**src/rtl/async_rd_pkg.sv**
```systemverilog
package async_rd_pkg;

    typedef enum logic [1:0] {
        PH_IDLE    = 2'd0,
        PH_SETTLE  = 2'd1,
        PH_WAIT    = 2'd2,
        PH_RELEASE = 2'd3
    } rd_phase_e;

endpackage

```
**src/rtl/async_rd_sync.sv**
```systemverilog
module async_rd_sync #(
    parameter int STAGES = 2
) (
    input  logic clk,
    input  logic rst_n,
    input  logic async_i,
    output logic sync_o
);
    logic [STAGES-1:0] chain_d;
    logic [STAGES-1:0] chain_q;

    for (genvar g = 0; g < STAGES; g++) begin : g_stage
        if (g == 0) begin : g_first
            assign chain_d[g] = async_i;
        end else begin : g_next
            assign chain_d[g] = chain_q[g-1];
        end
    end

    always_ff @(posedge clk or negedge rst_n) begin
        if (!rst_n) chain_q <= '0;
        else        chain_q <= chain_d;
    end

    assign sync_o = chain_q[STAGES-1];
endmodule

```
**src/rtl/async_rd_cnt.sv**
```systemverilog
module async_rd_cnt #(
    parameter int CW = 5
) (
    input  logic          clk,
    input  logic          rst_n,
    input  logic          clr_i,
    input  logic [CW-1:0] limit_i,
    output logic          at_limit_o
);
    logic [CW-1:0] count_d;
    logic [CW-1:0] count_q;

    always_comb begin
        count_d = clr_i ? '0 : count_q + CW'(1);
    end

    always_ff @(posedge clk or negedge rst_n) begin
        if (!rst_n) count_q <= '0;
        else        count_q <= count_d;
    end

    assign at_limit_o = (count_q == limit_i);


    cnt_bounded_chk: assert property (@(posedge clk) disable iff (!rst_n)
        (!$past(clr_i) && count_q != '0) |-> count_q == $past(count_q) + CW'(1));
endmodule

```
**src/rtl/async_rd_fsm.sv**
```systemverilog
module async_rd_fsm
    import async_rd_pkg::*;
#(
    parameter int ADDR_W      = 8,
    parameter int DATA_W      = 16,
    parameter int SETTLE_CYC  = 2,
    parameter int TIMEOUT_CYC = 16,
    parameter int CW          = 5
) (
    input  logic              clk,
    input  logic              rst_n,
    input  logic              start_i,
    input  logic [ADDR_W-1:0] start_addr_i,
    input  logic              ssyn_s_i,
    input  logic [DATA_W-1:0] data_i,
    input  logic              at_limit_i,
    output logic              cnt_clr_o,
    output logic [CW-1:0]     cnt_limit_o,
    output logic [ADDR_W-1:0] bus_addr_o,
    output logic              bus_rd_o,
    output logic              bus_msyn_o,
    output logic              busy_o,
    output logic              done_o,
    output logic              tmo_o,
    output logic [DATA_W-1:0] rd_data_o
);
    localparam logic [CW-1:0] SETTLE_LIM  = CW'(SETTLE_CYC - 1);
    localparam logic [CW-1:0] TIMEOUT_LIM = CW'(TIMEOUT_CYC - 1);

    typedef struct packed {
        rd_phase_e         ph;
        logic [ADDR_W-1:0] addr;
        logic              rd;
        logic              msyn;
        logic [DATA_W-1:0] data;
        logic              done;
        logic              tmo;
    } ctl_t;

    ctl_t s_d;
    ctl_t s_q;

    always_comb begin
        s_d         = s_q;
        s_d.done    = 1'b0;
        s_d.tmo     = 1'b0;
        cnt_clr_o   = 1'b0;
        cnt_limit_o = (s_q.ph == PH_SETTLE) ? SETTLE_LIM : TIMEOUT_LIM;
        case (s_q.ph)
            PH_IDLE: begin
                cnt_clr_o = 1'b1;
                if (start_i) begin
                    s_d.addr = start_addr_i;
                    s_d.rd   = 1'b1;
                    s_d.ph   = PH_SETTLE;
                end
            end
            PH_SETTLE: begin
                if (at_limit_i) begin
                    s_d.msyn  = 1'b1;
                    s_d.ph    = PH_WAIT;
                    cnt_clr_o = 1'b1;
                end
            end
            PH_WAIT: begin
                if (ssyn_s_i) begin
                    s_d.data  = data_i;
                    s_d.msyn  = 1'b0;
                    s_d.rd    = 1'b0;
                    s_d.done  = 1'b1;
                    s_d.ph    = PH_RELEASE;
                    cnt_clr_o = 1'b1;
                end else if (at_limit_i) begin
                    s_d.msyn  = 1'b0;
                    s_d.rd    = 1'b0;
                    s_d.tmo   = 1'b1;
                    s_d.ph    = PH_RELEASE;
                    cnt_clr_o = 1'b1;
                end
            end
            PH_RELEASE: begin
                cnt_clr_o = 1'b1;
                if (!ssyn_s_i) s_d.ph = PH_IDLE;
            end
            default: begin
                cnt_clr_o = 1'b1;
                s_d.ph    = PH_IDLE;
            end
        endcase
    end

    always_ff @(posedge clk or negedge rst_n) begin
        if (!rst_n) s_q <= '{ph: PH_IDLE, addr: '0, rd: 1'b0, msyn: 1'b0,
                             data: '0, done: 1'b0, tmo: 1'b0};
        else        s_q <= s_d;
    end

    assign bus_addr_o = s_q.addr;
    assign bus_rd_o   = s_q.rd;
    assign bus_msyn_o = s_q.msyn;
    assign busy_o     = (s_q.ph != PH_IDLE);
    assign done_o     = s_q.done;
    assign tmo_o      = s_q.tmo;
    assign rd_data_o  = s_q.data;


    addr_hold_chk: assert property (@(posedge clk) disable iff (!rst_n)
        (bus_rd_o && $past(bus_rd_o)) |-> $stable(bus_addr_o));

    msyn_needs_rd_chk: assert property (@(posedge clk) disable iff (!rst_n)
        bus_msyn_o |-> bus_rd_o);

    msyn_after_settle_chk: assert property (@(posedge clk) disable iff (!rst_n)
        $rose(bus_msyn_o) |-> $past(bus_rd_o));

    done_from_reply_chk: assert property (@(posedge clk) disable iff (!rst_n)
        done_o |-> $past(ssyn_s_i) && !bus_msyn_o);

    no_start_on_reply_chk: assert property (@(posedge clk) disable iff (!rst_n)
        $rose(bus_rd_o) |-> !$past(ssyn_s_i));

    one_outcome_chk: assert property (@(posedge clk) disable iff (!rst_n)
        !(done_o && tmo_o));

    msyn_drop_cause_chk: assert property (@(posedge clk) disable iff (!rst_n)
        $fell(bus_msyn_o) |-> (done_o || tmo_o));
endmodule

```
**src/rtl/async_rd_master.sv**
```systemverilog
module async_rd_master #(
    parameter int ADDR_W      = 8,
    parameter int DATA_W      = 16,
    parameter int SETTLE_CYC  = 2,
    parameter int TIMEOUT_CYC = 16,
    parameter int SYNC_STAGES = 2
) (
    input  logic              clk,
    input  logic              rst_n,
    input  logic              start,
    input  logic [ADDR_W-1:0] start_addr,
    output logic              busy,
    output logic              done,
    output logic [DATA_W-1:0] rd_data,
    output logic              timeout,
    output logic [ADDR_W-1:0] bus_addr,
    output logic              bus_rd,
    output logic              bus_msyn,
    input  logic              bus_ssyn,
    input  logic [DATA_W-1:0] bus_data
);
    localparam int LIM_MAX = (SETTLE_CYC > TIMEOUT_CYC) ? SETTLE_CYC : TIMEOUT_CYC;
    localparam int CW      = $clog2(LIM_MAX + 1);

    logic          ssyn_s;
    logic          cnt_clr;
    logic [CW-1:0] cnt_limit;
    logic          at_limit;

    async_rd_sync #(.STAGES(SYNC_STAGES)) u_sync (
        .clk     (clk),
        .rst_n   (rst_n),
        .async_i (bus_ssyn),
        .sync_o  (ssyn_s)
    );

    async_rd_cnt #(.CW(CW)) u_cnt (
        .clk        (clk),
        .rst_n      (rst_n),
        .clr_i      (cnt_clr),
        .limit_i    (cnt_limit),
        .at_limit_o (at_limit)
    );

    async_rd_fsm #(
        .ADDR_W      (ADDR_W),
        .DATA_W      (DATA_W),
        .SETTLE_CYC  (SETTLE_CYC),
        .TIMEOUT_CYC (TIMEOUT_CYC),
        .CW          (CW)
    ) u_fsm (
        .clk          (clk),
        .rst_n        (rst_n),
        .start_i      (start),
        .start_addr_i (start_addr),
        .ssyn_s_i     (ssyn_s),
        .data_i       (bus_data),
        .at_limit_i   (at_limit),
        .cnt_clr_o    (cnt_clr),
        .cnt_limit_o  (cnt_limit),
        .bus_addr_o   (bus_addr),
        .bus_rd_o     (bus_rd),
        .bus_msyn_o   (bus_msyn),
        .busy_o       (busy),
        .done_o       (done),
        .tmo_o        (timeout),
        .rd_data_o    (rd_data)
    );
endmodule

```
**config.mk**
```make
export PLATFORM = sky130hd
export DESIGN_NAME = async_rd_master
export DESIGN_NICKNAME = d
export VERILOG_FILES = /design/src/rtl/async_rd_pkg.sv /design/src/rtl/async_rd_sync.sv /design/src/rtl/async_rd_cnt.sv /design/src/rtl/async_rd_fsm.sv /design/src/rtl/async_rd_master.sv
export SDC_FILE = /design/constraint.sdc
export NUM_CORES = 1
export LEC_CHECK = 0
export ABC_CLOCK_PERIOD_IN_PS = 4300
export BUFFER_PORTS_ARGS = -buffer_cell sky130_fd_sc_hd__buf_2
export CAP_MARGIN = 20
export CELL_PAD_IN_SITES_DETAIL_PLACEMENT = 2
export CELL_PAD_IN_SITES_GLOBAL_PLACEMENT = 2
export CORE_ASPECT_RATIO = 1.2
export CORE_MARGIN = 2
export CORE_UTILIZATION = 34
export CTS_CLUSTER_DIAMETER = 200
export CTS_CLUSTER_SIZE = 30
export DETAILED_ROUTE_END_ITERATION = 16
export HOLD_SLACK_MARGIN = 0.06
export PLACE_DENSITY = 0.93
export SYNTH_ARGS = -nofsm -noshare
export SYNTH_HDL_FRONTEND = slang
export SYNTH_SLANG_ARGS = --single-unit
```
**constraint.sdc**
```tcl
create_clock -name clk -period 4.3 [get_ports clk]
set_clock_uncertainty 0.05 [all_clocks]
set_input_delay 0.215 -clock clk [delete_from_list [all_inputs] [get_ports clk]]
set_output_delay 0.215 -clock clk [all_outputs]
set_load 0.005 [all_outputs]
```
After elaboration in Yosys (flattened, before gate mapping)
Index checks and enable logic that the tools add are counted.

Reduce and logical (&&, ||, !) cells: 10. Add/sub/neg operators: 1. Equal/unequal tests: 8. Muxes and demuxes: 19.

Operators by type and width (count): 2-to-1 mux 2 bit (7); 2-to-1 mux 11 bit (1); case mux 2 bit (4 select lines) (1); != test 2 bit, second input constant (3); AND reduction 3 bit (2); nonzero test 2 bit (3); adder 5 x 1 -> 5 bit, second input constant (1); equality test 5 bit (1); 2-to-1 mux 1 bit (5); 2-to-1 mux 5 bit (1); equality test 2 bit, second input constant (2); 2-to-1 mux 4 bit (1); case mux 1 bit (2 select lines) (2); AND reduction 2 bit (2); AND reduction 4 bit (1); != test 3 bit, second input constant (1); case mux 1 bit (3 select lines) (1); equality test 2 x 1 -> 1 bit, second input constant (1); zero test 2 bit (1); OR reduction 2 bit (1).

Word-level logic and storage cells: 47. Output and inout bits: 29. Input port bits: 28. Register bits: 37.

Longest topological paths before layout
Gate-level depths: netlist of the first run.

Word-level depth: 7. Mapped depth: 6. Mapped depth without buffers: 6.

Hierarchy
From an unflattened synthesis of the first run, not the netlist that was laid out.

Cell total of the unflattened synthesis: 149. Area, all modules: 1818.0 um2.

By module, submodules not included: async_rd_fsm (cells an instance 124, sequential area each 750.7 um2, area each 1514.0 um2, times used 1); async_rd_cnt (cells an instance 23, sequential area each 125.1 um2, area each 254.0 um2, times used 1); async_rd_sync (cells an instance 2, sequential area each 50.0 um2, area each 50.0 um2, times used 1).

Worst setup path after synthesis of the first run
OpenSTA, ideal clock, no wires.

Path type: reg-to-reg. From: register u_fsm.s_q[29] (netlist bit). To: register u_fsm.s_q[29] (netlist bit). Arrival time: 1.869 ns. Setup slack: 2.256 ns. Period minus slack after synthesis: 2.044 ns. Buffers on the path: 0. Required time: 4.125 ns. Library setup time: 0.125 ns. Cell stages (with the launch flop): 7. Cell sequence: dfrtp_1 > inv_1 > ha_1 > or4b_4 > a21oi_4 > o221ai_2 > mux2_4.

Word-level cells in the longest chain between the ends: 5. Elaborated cells on any way between the ends: 12. Classes of those cells: eq/ne (8); mux (2); reduce/logical (2).

RTL lines: start, declared (RTL line async_rd_fsm.sv:41) `ctl_t s_q;`; start signal, assigned (RTL line async_rd_fsm.sv:93) `if (!rst_n) s_q <= '{ph: PH_IDLE, addr: '0, rd: 1'b0, msyn: 1'b0,`; equality test 2 x 1 -> 1 bit (RTL line async_rd_fsm.sv:48, async_rd_fsm.sv:49); 2-to-1 mux 4 bit (RTL line async_rd_fsm.sv:48) `cnt_limit_o = (s_q.ph == PH_SETTLE) ? SETTLE_LIM : TIMEOUT_LIM;`; equality test 5 bit (RTL line async_rd_cnt.sv:22) `assign at_limit_o = (count_q == limit_i);`; != test 3 bit (no source line) / != test 2 bit (equally long branches); AND reduction 4 bit (no source line).

Parallel ways exist; a longest one is shown, timed or not. A chain may end at the register's enable or synchronous reset.

Worst setup path in the final report of the first run
Same ends and word-level chain as after synthesis.

==> flow_summary.yaml, run 1 <==
sta:
  period_minus_slack_ps: 2230
  rsz0062_at_grt: "no"
  setup_slack_ps: 2070
  setup_viol: 0
  hold_viol_final: 0
  fmax_mhz: 448
  maxSlewViolCount: 0
  timing.slew.headroom: 0.439
  min_period_over_period: 0.519
  tns_ps: 0
  worst_slew_pin_slew_ps: 839
cells_and_area:
  fillers: 525
  layout-area-overhead-vs-synth_pct: 19.0
  drive_above_1_share: 0.550
  nets: 204
  diodes: 0
  final_area_sq_um: 2040
  instances_no_fill: 231
synth:
  yosysTopAreaCell: "dfrtp_1"
  synth_nets: 164
  synth_top_cells_by_area: "dfrtp_1 (54%), mux2_2 (16%), buf_4 (11%)"
  yosysWarnings: 0
  syn_inst: 130
  synth_edf_count: 0
  yosysUniqueCellTypes: 25
  syn_area_per_cell_sq_um: 13.2
  synthArstFlopShare: 1.00
  synth-seq-cells: 37
  ys_seq_area_frac: 0.540
  synth_ff_type: "dfrtp_1"
  syn-cell-area_sq_um: 1720
  synth_top_area_frac: 0.540
setup_path:
  crit_start: "u_fsm.s_q[29]$_DFFE_PN0P_"
  worstPathMaxFanout: 7
  r2r-start: "u_fsm.s_q[29]$_DFFE_PN0P_"
  cp-endpoint: "u_fsm.s_q[29]$_DFFE_PN0P_"
  crit_type: "reg -> reg"
  end_kind: "flop"
  worstPathRequired_ps: 4420
  start_kind: "flop"
  r2r_slack_ps: 2070
  r2r-end: "u_fsm.s_q[29]$_DFFE_PN0P_"
  r2r_cells: 6
  cp.arrival_ps: 2360
route:
  ant_nets: 0
  initialDrtViolationCount: 47
  num_vias: 1093
  via_per_inst: 4.73
  first_pass_iters: 4
  wl_per_cell_microns: 16.8
  drcViolationCount: 0
  finalWirelength_mm: 3.89
global_routing:
  grt_use_total: 0.153
  grt_pass1_vias: 1206
  grt_start_max_net_pins: 38
  grt_overflow_total: 0
  antenna_found_initial: 0
  grt_pass1_wl_mm: 6.22
cts:
  root_buffer: "clkbuf_8"
  cts_inserted_buffers: 5
  clock_latency_ps: 290
  htreeDepth: 2
  cts_setup_buffers: 0
  cts.clk_slew.worst_paths_ps: 80
  clock-sinks: 37
  cts_max_path_buffers: 2
  cts_tree: "done"
place:
  gp_congestion: 0.765
  dp.cells: 221
  dp_slack_ps: 2080
  dp_hpwl_mm: 2.99
  portBuffers: 56
  dpl-instance-area_sq_um: 1890
die:
  die-area_sq_um: 5630
  initial_utilization: 0.350
  die-width_microns: 68.8
  die_h_microns: 81.8
  core_sq_um: 4900
  rows: 28
  pin_count: 57
flow_run:
  cap_viol_max_count: 0
status:
  status: "complete, no violations"
power_and_ir_drop:
  total_power_mw: 1.53
  ir_drop_uv: 219
  powerDensity_nw_per_um2: 752
  cellLeakagePower_nw: 1.00
worst_hold_path:
  hold_class: "in -> reg"
## area by class of cell
| type | instances | area [sq um] | area share |
|---|---|---|---|
| sequential | 37 | 926 | 0.454 |
| clock buffer | 5 | 68.8 | 0.0337 |
| multi-input combinational | 63 | 587 | 0.288 |
| inverter | 5 | 18.8 | 0.00920 |
| tap | 60 | 75.1 | 0.0368 |
| clock inverter | 3 | 65.1 | 0.0319 |
| timing repair buffer | 58 | 300 | 0.147 |
## stage by stage
stage	hold slack, ps	utilization
CTS	98.5	0.416
global placement	275	0.385
finish	102	0.416
floorplan	-131	-
detailed placement	275	0.385
global route	105	0.416
## worst min path at each step
stage	from	end	slack (ps)	cells past startpoint
after floorplan	rst_n	u_cnt.count_q[0]$_DFF_PN0_	-130	0
after global placement	bus_ssyn	u_sync.chain_q[0]$_DFF_PN0_	280	1
after detailed placement	bus_ssyn	u_sync.chain_q[0]$_DFF_PN0_	270	1
after CTS	start_addr[7]	u_fsm.bus_addr_o[7]$_DFFE_PN0P_	100	2
after global routing	start_addr[5]	u_fsm.bus_addr_o[5]$_DFFE_PN0P_	110	2
final	start_addr[7]	u_fsm.bus_addr_o[7]$_DFFE_PN0P_	100	2
## logic make-up (layout without fill, tap and decap cells)
| logic type | after synthesis | count (layout) | synth area share |
|---|---|---|---|
| buffers and inverters | 30 | 71 | 0.118 |
| AND/OR/NAND/NOR | 16 | 16 | 0.0503 |
| adder cells (fa/ha/maj) | 6 | 6 | 0.0438 |
| XOR/XNOR | 3 | 3 | 0.0153 |
| flip-flops | 37 | 37 | 0.540 |
| AO/OA/AOI/OAI | 11 | 11 | 0.0547 |
| multiplexers | 27 | 27 | 0.178 |
## timing repair
item                      CTS  global route
hold buffers                2             0
hold endpoints to repair   38             0
gates resized for setup     0             0
## Yosys cell counts (all sizes together), types with 2 or more instances
| cell type | n |
|---|---|
| buf | 24 |
| mux2i | 2 |
| nand3 | 2 |
| xor2 | 2 |
| dfrtp | 37 |
| ha | 6 |
| mux2 | 25 |
| nand2 | 3 |
| nor2 | 6 |
| a21oi | 6 |
| inv | 5 |
## report_power, final
part | internal, mW | switching [mW] | total [mW] | leakage (nW)
sequential | 0.498 | 0.0886 | 0.587 | 0.447
combinational | 0.316 | 0.278 | 0.594 | 0.485
clock | 0.230 | 0.123 | 0.353 | 0.0681
## layer usage
layer	track usage	vias to the layer above	routed length [microns]
met5	0	-	0
met4	0.0588	0	67
met3	0.0205	6	121
met2	0.288	28	2270
met1	0.170	566	1440
li1	-	493	-
## flip-flops by register name, summed over array words and instances (netlist names)
| signal | flops |
|---|---|
| u_fsm.done_o | 1 |
| u_fsm.bus_addr_o | 8 |
| u_cnt.count_q | 5 |
| u_fsm.bus_msyn_o | 1 |
| u_fsm.tmo_o | 1 |
| u_fsm.rd_data_o | 16 |
| u_sync.chain_q | 2 |
| u_fsm.s_q | 2 |
| u_fsm.bus_rd_o | 1 |
## cells in the final DEF, fill, tap and decap left out, drive strengths merged, types with 3 or more instances in the layout
cell type / count
buf: 56
dfrtp: 37
mux2: 25
nor2: 6
ha: 6
a21oi: 6
inv: 5
clkbuf: 5
nand2: 3
## worst max-delay path, stage by stage, from the launching register on
cell      delay (ps)
dfrtp_1          420
inv_1            110
ha_1             290
or4b_4           510
a21oi_4          250
o221ai_2         170
mux2_4           320
Note: power is estimated with default switching activity, not from simulation.
==> run 2, diff against run 1 <==
--- a/config.mk
+++ b/config.mk
@@ -5,19 +5,19 @@
 export SDC_FILE = /design/constraint.sdc
 export NUM_CORES = 1
 export LEC_CHECK = 0
-export ABC_CLOCK_PERIOD_IN_PS = 4300
+export ABC_CLOCK_PERIOD_IN_PS = 2000
 export BUFFER_PORTS_ARGS = -buffer_cell sky130_fd_sc_hd__buf_2
 export CAP_MARGIN = 20
 export CELL_PAD_IN_SITES_DETAIL_PLACEMENT = 2
 export CELL_PAD_IN_SITES_GLOBAL_PLACEMENT = 2
 export CORE_ASPECT_RATIO = 1.2
 export CORE_MARGIN = 2
-export CORE_UTILIZATION = 34
+export CORE_UTILIZATION = 29
 export CTS_CLUSTER_DIAMETER = 200
 export CTS_CLUSTER_SIZE = 30
 export DETAILED_ROUTE_END_ITERATION = 16
 export HOLD_SLACK_MARGIN = 0.06
-export PLACE_DENSITY = 0.93
+export PLACE_DENSITY = 0.85
 export SYNTH_ARGS = -nofsm -noshare
 export SYNTH_HDL_FRONTEND = slang
 export SYNTH_SLANG_ARGS = --single-unit
==> constraint.sdc (replaced) <==
create_clock -name clk -period 2 [get_ports clk]
set_clock_uncertainty 0.05 [all_clocks]
set_input_delay 0.1 -clock clk [delete_from_list [all_inputs] [get_ports clk]]
set_output_delay 0.1 -clock clk [all_outputs]
set_load 0.005 [all_outputs]
==> run 2 against run 1 <==
Against the previous run: combinational power up 150%; sequential power up 120%; hold slack better by 51 ps; non-clock buffer count up 28.
==> flow_summary.yaml, run 2 (same netlist as run 1, synthesis figures left out) <==
status:
  status: "complete, no violations"
sta:
  period_minus_slack_ps: 1930
  rsz0062_at_grt: "no"
  timing.slew.headroom: 0.433
  min_period_over_period: 0.964
  maxSlewViolCount: 0
  worst_slew_pin_slew_ps: 851
  hold_viol_final: 0
  fmax_mhz: 519
  tns_ps: 0
  setup_viol: 0
global_routing:
  antenna_found_initial: 0
  grtUsageMet2: 0.335
  use_met3: 0.0421
  use_met1: 0.153
  grt_use_total: 0.160
  grt_pass1_wl_mm: 7.65
  grt_pass1_vias: 1467
  grt_start_max_net_pins: 38
  grt_overflow_total: 0
  gr-max-usage-layer: "met2"
route:
  wl_per_cell_microns: 18.1
  finalWirelength_mm: 5.06
  initialDrtViolationCount: 20
  via_per_inst: 4.29
  first_pass_iters: 4
  ant_nets: 0
  drcViolationCount: 0
  num_vias: 1196
cts:
  htreeDepth: 2
  cts_inserted_buffers: 5
  clock_latency_ps: 290
  cts.clk_slew.worst_paths_ps: 80
  cts_tree: "done"
  cts_setup_buffers: 0
  root_buffer: "clkbuf_8"
  cts_max_path_buffers: 2
  clock-sinks: 37
place:
  portBuffers: 56
  gp_congestion: 0.645
  dp_hpwl_mm: 2.79
setup_path:
  crit_type: "reg -> reg"
  end_kind: "flop"
  r2r-end: "u_fsm.bus_msyn_o$_DFFE_PN0P_"
  r2r_slack_ps: 70
  worstPathRequired_ps: 2150
  r2r-start: "u_fsm.s_q[29]$_DFFE_PN0P_"
  r2r_cells: 7
  start_kind: "flop"
  crit_start: "u_fsm.s_q[29]$_DFFE_PN0P_"
  worstPathMaxFanout: 5
  cp.arrival_ps: 2080
  cp-endpoint: "u_fsm.bus_msyn_o$_DFFE_PN0P_"
power_and_ir_drop:
  powerDensity_nw_per_um2: 1430
  ir_drop_uv: 411
  cellLeakagePower_nw: 1.11
cells_and_area:
  diodes: 0
  nets: 232
  final_common_cell: "buf_2"
  final_core_util: 0.411
  largest_register_ffs: 16
  drive_above_1_share: 0.508
  layout-area-overhead-vs-synth_pct: 35.8
  fillers: 583
  layout_common_cells: "buf_2 (56), dfrtp_1 (37), dlygate4sd3_1 (26)"
flow_run:
  cap_viol_max_count: 0
die:
  core_sq_um: 5670
  initial_utilization: 0.303
  pin_count: 57
  die-area_sq_um: 6550
  rows: 30
  die-width_microns: 74.2
  die_h_microns: 88.3
worst_hold_path:
  hold_class: "in -> reg"
## run 2: power breakdown
| part | internal (mW) | leakage (nW) | switching [mW] |
|---|---|---|---|
| sequential | 1.07 | 0.447 | 0.211 |
| combinational | 0.784 | 0.611 | 0.694 |
| clock | 0.280 | 0.0512 | 0.285 |
## run 2: timing repair
item / 4_1_cts / 5_1_grt
gates resized for setup: 0 / 3
setup endpoints to repair: 0 / 6
endpoints found under the hold margin: 62 / 0
hold buffers: 26 / 0
## run 2: how the worst min path moves through the flow
| stage | startpoint | end | slack [ps] | cells past startpoint |
|---|---|---|---|---|
| 2_1_floorplan | rst_n | u_cnt.count_q[0]$_DFF_PN0_ | -250 | 0 |
| 3_5_place_dp | bus_ssyn | u_sync.chain_q[0]$_DFF_PN0_ | 160 | 1 |
| 5_1_grt | start | u_fsm.bus_rd_o$_DFFE_PN0P_ | 200 | 3 |
| 4_1_cts | start | u_fsm.bus_rd_o$_DFFE_PN0P_ | 130 | 3 |
| 3_3_place_gp | bus_ssyn | u_sync.chain_q[0]$_DFF_PN0_ | 160 | 1 |
| 6_report | start | u_fsm.bus_rd_o$_DFFE_PN0P_ | 150 | 3 |
## run 2: layout make-up
| class | count | area [sq um] | area share |
|---|---|---|---|
| Clock buffer | 6 | 82.6 | 0.0354 |
| Inverter | 5 | 18.8 | 0.00806 |
| Timing Repair Buffer | 86 | 583 | 0.250 |
| Multi-Input combinational cell | 63 | 606 | 0.260 |
| Clock inverter | 2 | 13.8 | 0.00591 |
| Sequential cell | 37 | 926 | 0.397 |
| Tap cell | 80 | 100 | 0.0430 |
## run 2: metrics by stage
stage	area (sq um)	setup slack [ps]	hold slack [ps]	total power [mW]	cells
after floorplan	1720	3.26	-246	2.35	130
after global placement	1960	129	160	2.51	245
after detailed placement	1960	72.2	159	2.60	245
after CTS	2310	46.8	127	3.20	279
after global routing	2330	4.13	196	3.56	279
final	2330	71.9	153	3.32	279
## run 2: metal layers
| layer | routed length, microns | share of wire |
|---|---|---|
| met1 | 1750 | 0.35 |
| met3 | 324 | 0.064 |
| met4 | 38 | 0.0075 |
| met5 | 0 | 0 |
| met2 | 2950 | 0.58 |
## run 2: worst max-delay path, cell delays in order (launching register included)
cell and delay [ps]:
dfrtp_1 390, inv_2 80, ha_2 170, or4b_4 470, a21oi_4 160, buf_4 180
nor2_1 60, a211oi_2 270
